===== config.mk =====
export PLATFORM = sky130hd
export DESIGN_NAME = wait_hold_div
export DESIGN_NICKNAME = d
export VERILOG_FILES = /design/src/rtl/cdiv_pkg.sv /design/src/rtl/cdiv_regs.sv /design/src/rtl/cdiv_phase.sv /design/src/rtl/cdiv_outmux.sv /design/src/rtl/wait_hold_div.sv
export SDC_FILE = /design/constraint.sdc
export NUM_CORES = 1
export LEC_CHECK = 0
export BUFFER_PORTS_ARGS = -buffer_cell sky130_fd_sc_hd__buf_2
export CAP_MARGIN = 10
export CORE_ASPECT_RATIO = 1.25
export CORE_UTILIZATION = 44
export CTS_CLUSTER_SIZE = 20
export DETAILED_ROUTE_END_ITERATION = 10
export PLACE_DENSITY = 0.78
export SYNTH_ARGS = -nofsm -noshare
export SYNTH_HDL_FRONTEND = slang
export SYNTH_SLANG_ARGS = --single-unit

===== constraint.sdc =====
create_clock -name clk -period 1.75 [get_ports clk]
set_input_delay 0 -clock clk [delete_from_list [all_inputs] [get_ports clk]]
set_output_delay 0 -clock clk [all_outputs]
set_load 0.02 [all_outputs]

===== src/rtl/cdiv_pkg.sv =====
`timescale 1ns/1ps
package cdiv_pkg;

    localparam int FIELD_W  = 4;
    localparam int WAIT_LSB = 16;
    localparam int HOLD_LSB = 20;
    localparam int BYP_BIT  = 24;
    localparam int UPD_BIT  = 25;
    localparam int WORD_W   = 32;

    typedef enum logic {
        PH_LOW  = 1'b0,
        PH_HIGH = 1'b1
    } phase_e;

    typedef struct packed {
        logic               bypass;
        logic [FIELD_W-1:0] hold_n;
        logic [FIELD_W-1:0] wait_n;
    } div_cfg_t;

    function automatic logic [FIELD_W-1:0] field_mask(input int width);
        logic [FIELD_W-1:0] m;
        m = '0;
        for (int i = 0; i < FIELD_W; i++) begin
            if (i < width) m[i] = 1'b1;
        end
        return m;
    endfunction

    function automatic logic [WORD_W-1:0] pack_word(input div_cfg_t c, input logic pend);
        logic [WORD_W-1:0] w;
        w = '0;
        w[WAIT_LSB +: FIELD_W] = c.wait_n;
        w[HOLD_LSB +: FIELD_W] = c.hold_n;
        w[BYP_BIT]             = c.bypass;
        w[UPD_BIT]             = pend;
        return w;
    endfunction

endpackage


===== src/rtl/cdiv_regs.sv =====
`timescale 1ns/1ps
module cdiv_regs
    import cdiv_pkg::*;
#(
    parameter int CNT_W = 4
) (
    input  logic              clk,
    input  logic              rst,
    input  logic              we,
    input  logic [WORD_W-1:0] wdata,
    input  logic              apply,
    output div_cfg_t          staged,
    output logic              pending,
    output logic [WORD_W-1:0] rdata
);
    localparam logic [FIELD_W-1:0] FMASK = field_mask(CNT_W);

    div_cfg_t staged_q;
    logic     pend_q;

    always_ff @(posedge clk) begin
        if (rst) begin
            staged_q <= '0;
            pend_q   <= 1'b0;
        end else begin
            if (we) begin
                staged_q.wait_n <= wdata[WAIT_LSB +: FIELD_W] & FMASK;
                staged_q.hold_n <= wdata[HOLD_LSB +: FIELD_W] & FMASK;
                staged_q.bypass <= wdata[BYP_BIT];
            end
            if (we && wdata[UPD_BIT]) begin
                pend_q <= 1'b1;
            end else if (apply) begin
                pend_q <= 1'b0;
            end
        end
    end

    assign staged  = staged_q;
    assign pending = pend_q;
    assign rdata   = pack_word(staged_q, pend_q);

endmodule


===== src/rtl/cdiv_phase.sv =====
`timescale 1ns/1ps
module cdiv_phase
    import cdiv_pkg::*;
(
    input  logic     clk,
    input  logic     rst,
    input  div_cfg_t staged,
    input  logic     pending,
    output logic     apply,
    output logic     boundary,
    output logic     div_hi,
    output div_cfg_t active
);
    phase_e             phase_q;
    logic [FIELD_W-1:0] cnt_q;
    div_cfg_t           act_q;

    assign boundary = (phase_q == PH_LOW) && (cnt_q == act_q.hold_n);
    assign apply    = boundary && pending;

    always_ff @(posedge clk) begin
        if (rst) begin
            phase_q <= PH_HIGH;
            cnt_q   <= '0;
            act_q   <= '0;
        end else begin
            unique case (phase_q)
                PH_HIGH: begin
                    if (cnt_q == act_q.wait_n) begin
                        phase_q <= PH_LOW;
                        cnt_q   <= '0;
                    end else begin
                        cnt_q <= cnt_q + 1'b1;
                    end
                end
                PH_LOW: begin
                    if (boundary) begin
                        phase_q       <= PH_HIGH;
                        cnt_q         <= '0;
                        act_q.bypass  <= staged.bypass;
                        if (pending) begin
                            act_q.wait_n <= staged.wait_n;
                            act_q.hold_n <= staged.hold_n;
                        end
                    end else begin
                        cnt_q <= cnt_q + 1'b1;
                    end
                end
                default: begin
                    phase_q <= PH_HIGH;
                    cnt_q   <= '0;
                end
            endcase
        end
    end

    assign div_hi = (phase_q == PH_HIGH);
    assign active = act_q;

endmodule


===== src/rtl/cdiv_outmux.sv =====
`timescale 1ns/1ps
module cdiv_outmux (
    input  logic src_clk,
    input  logic div_hi,
    input  logic sel_bypass,
    output logic clk_out
);
    always_comb begin
        clk_out = sel_bypass ? src_clk : div_hi;
    end
endmodule


===== src/rtl/wait_hold_div.sv =====
`timescale 1ns/1ps
module wait_hold_div
    import cdiv_pkg::*;
#(
    parameter int CNT_W = 4
) (
    input  logic        clk,
    input  logic        rst,
    input  logic        cfg_we,
    input  logic [31:0] cfg_wdata,
    output logic [31:0] cfg_rdata,
    output logic        clk_out
);
    div_cfg_t           staged;
    div_cfg_t           active;
    logic               pending;
    logic               apply;
    logic               boundary;
    logic               div_hi;
    logic [FIELD_W-1:0] act_wait;
    logic               act_bypass;

    cdiv_regs #(.CNT_W(CNT_W)) u_regs (
        .clk     (clk),
        .rst     (rst),
        .we      (cfg_we),
        .wdata   (cfg_wdata),
        .apply   (apply),
        .staged  (staged),
        .pending (pending),
        .rdata   (cfg_rdata)
    );

    cdiv_phase u_phase (
        .clk      (clk),
        .rst      (rst),
        .staged   (staged),
        .pending  (pending),
        .apply    (apply),
        .boundary (boundary),
        .div_hi   (div_hi),
        .active   (active)
    );

    assign act_wait   = active.wait_n;
    assign act_bypass = active.bypass;

    cdiv_outmux u_mux (
        .src_clk    (clk),
        .div_hi     (div_hi),
        .sel_bypass (act_bypass),
        .clk_out    (clk_out)
    );

endmodule


; Word-level counts from Yosys, hierarchy flattened
; Index checks and enable logic that the tools add are counted.
; W data, S select, Z words.
[totals]
register_bits = 24
latchBits = 0
ram_bits = 0
romBits = 0
inputBits = 35
out_inout_bits = 33
wordCells = 28
mem_count = 0
[op_classes]
addsub = 1
n_mul = 0
n_div = 0
order_cmp = 0
eq_ne = 2
shifts = 0
muxes = 9
n_bitwise = 1
n_reduce_logical = 6
[ops]
columns = operator, n
row1 = $eq A4 B4 Y1, 2
row2 = $mux W4, 2
row3 = $pmux W4 S2, 1
row4 = $mux W1, 5
row5 = $add A4 B1 Y4 const B, 1
row6 = $logic_and A1 B1 Y1, 3
row7 = $reduce_and A3 Y1, 1
row8 = $pmux W1 S2, 1
row9 = $reduce_and A2 Y1, 1
row10 = $reduce_bool A2 Y1, 1
row11 = $not A1 Y1, 1

; Depth between registers and ports, before layout
[depth]
depth_word = 5
depth_mapped = 5
mapped_depth_nobuf = 4

; Cells and area by module
; Synthesis repeated with hierarchy kept, for this count alone.
[hier_totals]
hier_cells = 137
area_unflattened_um2 = 1308.8
[by_module_without_submodules]
columns = mod, instances, cells_per_inst, area_each_um2, seq_area_each_um2
row1 = cdiv_phase, 1, 70, 694.4, 280.3
row2 = cdiv_regs, 1, 66, 599.3, 200.2
row3 = cdiv_outmux, 1, 1, 15.0, 0.0

==> impl_metrics.py <==
metrics = {
    "global_routing": {
        "antenna_found_initial": 0,
        "grt_usage_pct": 17.0,
        "grt.overflow.total": 0,
        "grt_pass1_vias": 825,
        "grt_max_degree": 35,
        "grt_pass1_wl_um": 3600,
    },
    "placement": {
        "place.gp.congestion": 0.696,
        "dpl.hpwl_um": 1370,
        "portBuffers": 23,
    },
    "timing": {
        "skew_ns": 0.00872,
        "fmax_mhz": 670,
        "rsz0062_at_grt": "no",
        "finalCritPeriodShare_pct": 85.5,
        "slew_violations": 0,
        "hold_viol_final": 0,
        "slew_headroom_pct": 66.6,
        "setup_viol": 0,
        "fin_crit_ns": 1.50,
        "worstMarginPinSlew_ns": 0.498,
        "tns_ns": 0,
    },
    "layout": {
        "most-common-layout-cells": "24 x dfxtp_1, 23 x buf_2, 22 x conb_1",
        "drive_above_1_share_pct": 23.4,
        "layout_commonest_cell": "dfxtp_1",
        "area_growth_syn_to_layout_pct": 22.1,
        "layout.nets": 204,
        "diodes": 0,
    },
    "logic_synthesis": {
        "syn_inst": 125,
        "synth-seq-area-share_pct": 38.0,
        "ys_warn_count": 0,
        "syn_avg_cell_area_um2": 10.1,
        "syn_area_um2": 1260,
        "synth_cell_type_count": 24,
        "synth_seq_cells": 24,
    },
    "drt": {
        "viasPerCell": 4.53,
        "route.vias.total": 910,
        "initialDrtViolationCount": 12,
        "route.detailed.drc": 0,
        "dr.pass1.iters": 4,
        "wl_um": 2310,
        "wl_per_cell_um": 11.5,
        "ant_nets": 0,
    },
    "die": {
        "fp-row-count": 21,
        "boundaryPins": 68,
        "die_y_um": 61.9,
        "die-area_um2": 3090,
        "initial_utilization_pct": 46.7,
        "die_w_um": 49.9,
        "core_area_um2": 2710,
    },
    "status": {
        "status": "finished, final reports clean",
    },
    "power": {
        "power_density_nw_per_um2": 974,
        "ir_drop_uv": 801,
        "finalPower_w": 0.00150,
        "p_leak_nw": 0.712,
    },
    "flow_run": {
        "maxCapViolCount": 0,
    },
    "critical_path": {
        "worstPathArrival_ns": 1.50,
        "crit_type": "clock port to primary output",
        "crit_required_ns": 1.75,
        "worstReg2RegStart": "u_phase.cnt_q[2]$_SDFF_PP0_",
        "crit_start": "clk",
        "end_kind": "primary output",
        "critPathLaunchType": "clock port",
        "cp_max_fo": 2,
    },
    "min_path": {
        "hold_start": "rst",
        "worstHoldPathType": "primary input to flip-flop",
    },
    "cts": {
        "cts_resized": 0,
        "post_cts_buffers": 0,
        "insertion_delay_ns": 0.44,
        "tritoncts": "yes",
        "clk_pin_slew_ns": 0.12,
    },
}
-- worst paths after layout --
check | endpoint | cells after the start | slack, ns
max | clk_out | 4 | 0.25
min | u_regs.rdata[24]$_SDFFE_PP0P_ | 2 | 0.006
max reg2reg | u_phase.active[8]$_SDFFE_PP0P_ | 4 | 0.26
min reg2reg | u_phase.active[2]$_SDFFE_PP0P_ | 2 | 0.50
-- where the power goes --
part           internal [W]  switching, W  total, W
Clock              0.000220      0.000208  0.000428
Combinational      0.000188      0.000224  0.000411
Sequential         0.000598     0.0000655  0.000664
-- worst max-delay path: stages --
cell and delay, ns:
clkbuf_4 0.11, clkbuf_4 0.11, mux2_2 0.25, buf_2 0.15
-- logic make-up after synthesis --
logic type	synth area share, %
XOR/XNOR	8.71
flip-flops	38.0
multiplexers	15.1
AND/OR/NAND/NOR	20.2
other	0.297
adder cells (fa/ha/maj)	0.990
buffers and inverters	16.1
AO/OA/AOI/OAI	0.495
-- cell usage after synthesis (all sizes together) --
library cell | instances | area share [%]
clkbuf | 2 | 0.59
nand3 | 2 | 1.2
ha | 1 | 0.99
xnor2 | 4 | 4.6
nor4b | 2 | 2.4
xor2 | 6 | 4.2
nand2 | 1 | 0.30
nor2 | 9 | 2.7
and2 | 1 | 0.50
buf | 26 | 16
or3 | 1 | 0.50
dfxtp | 24 | 38
mux2 | 1 | 0.89
conb | 1 | 0.30
nor2b | 1 | 0.50
nor3 | 1 | 0.79
o22ai | 1 | 0.50
nor4 | 4 | 2.0
mux2i | 18 | 14
nand2b | 19 | 9.4
-- cell type report --
class                      count  area, um^2
clock buffer                   8        63.8
fill                         218        1160
multi-input combinational     94         658
sequential                    24         480
tap                           34        42.5
timing repair buffer          41         298
-- metal layers --
layer / vias to the layer above / track usage, % / part of all wire [%]
met5: - / 0 / 0
met3: 6 / 5.11 / 3.9
li1: 453 / - / -
met1: 424 / 16.1 / 40
met4: 0 / 16.7 / 2.6
met2: 27 / 29.7 / 54
-- per-stage QoR --
stage	setup slack, ns	std cells	utilization, %	area (um^2)	hold slack [ns]
2_1_floorplan	0.426	146	-	1340	0.147
3_3_place_gp	0.328	176	48.2	1300	0.231
3_5_place_dp	0.286	176	48.2	1300	0.247
4_1_cts	0.252	201	57.0	1540	0.00622
5_1_grt	0.152	201	57.0	1540	0.0167
6_report	0.254	201	57.0	1540	0.00564
-- sequential cells by signal, summed over array words and instances, names as in the netlist --
signal / flops
u_phase.cnt_q: 4
u_phase.div_hi: 1
u_regs.pending: 1
u_regs.rdata: 9
u_phase.active: 9
-- repair_timing --
| action | 4_1_cts | 5_1_grt |
|---|---|---|
| hold buffers | 18 | 0 |
| endpoints found under the setup margin | 0 | 0 |
| endpoints found under the hold margin | 10 | 0 |
Power figures use the tool's default switching activity.
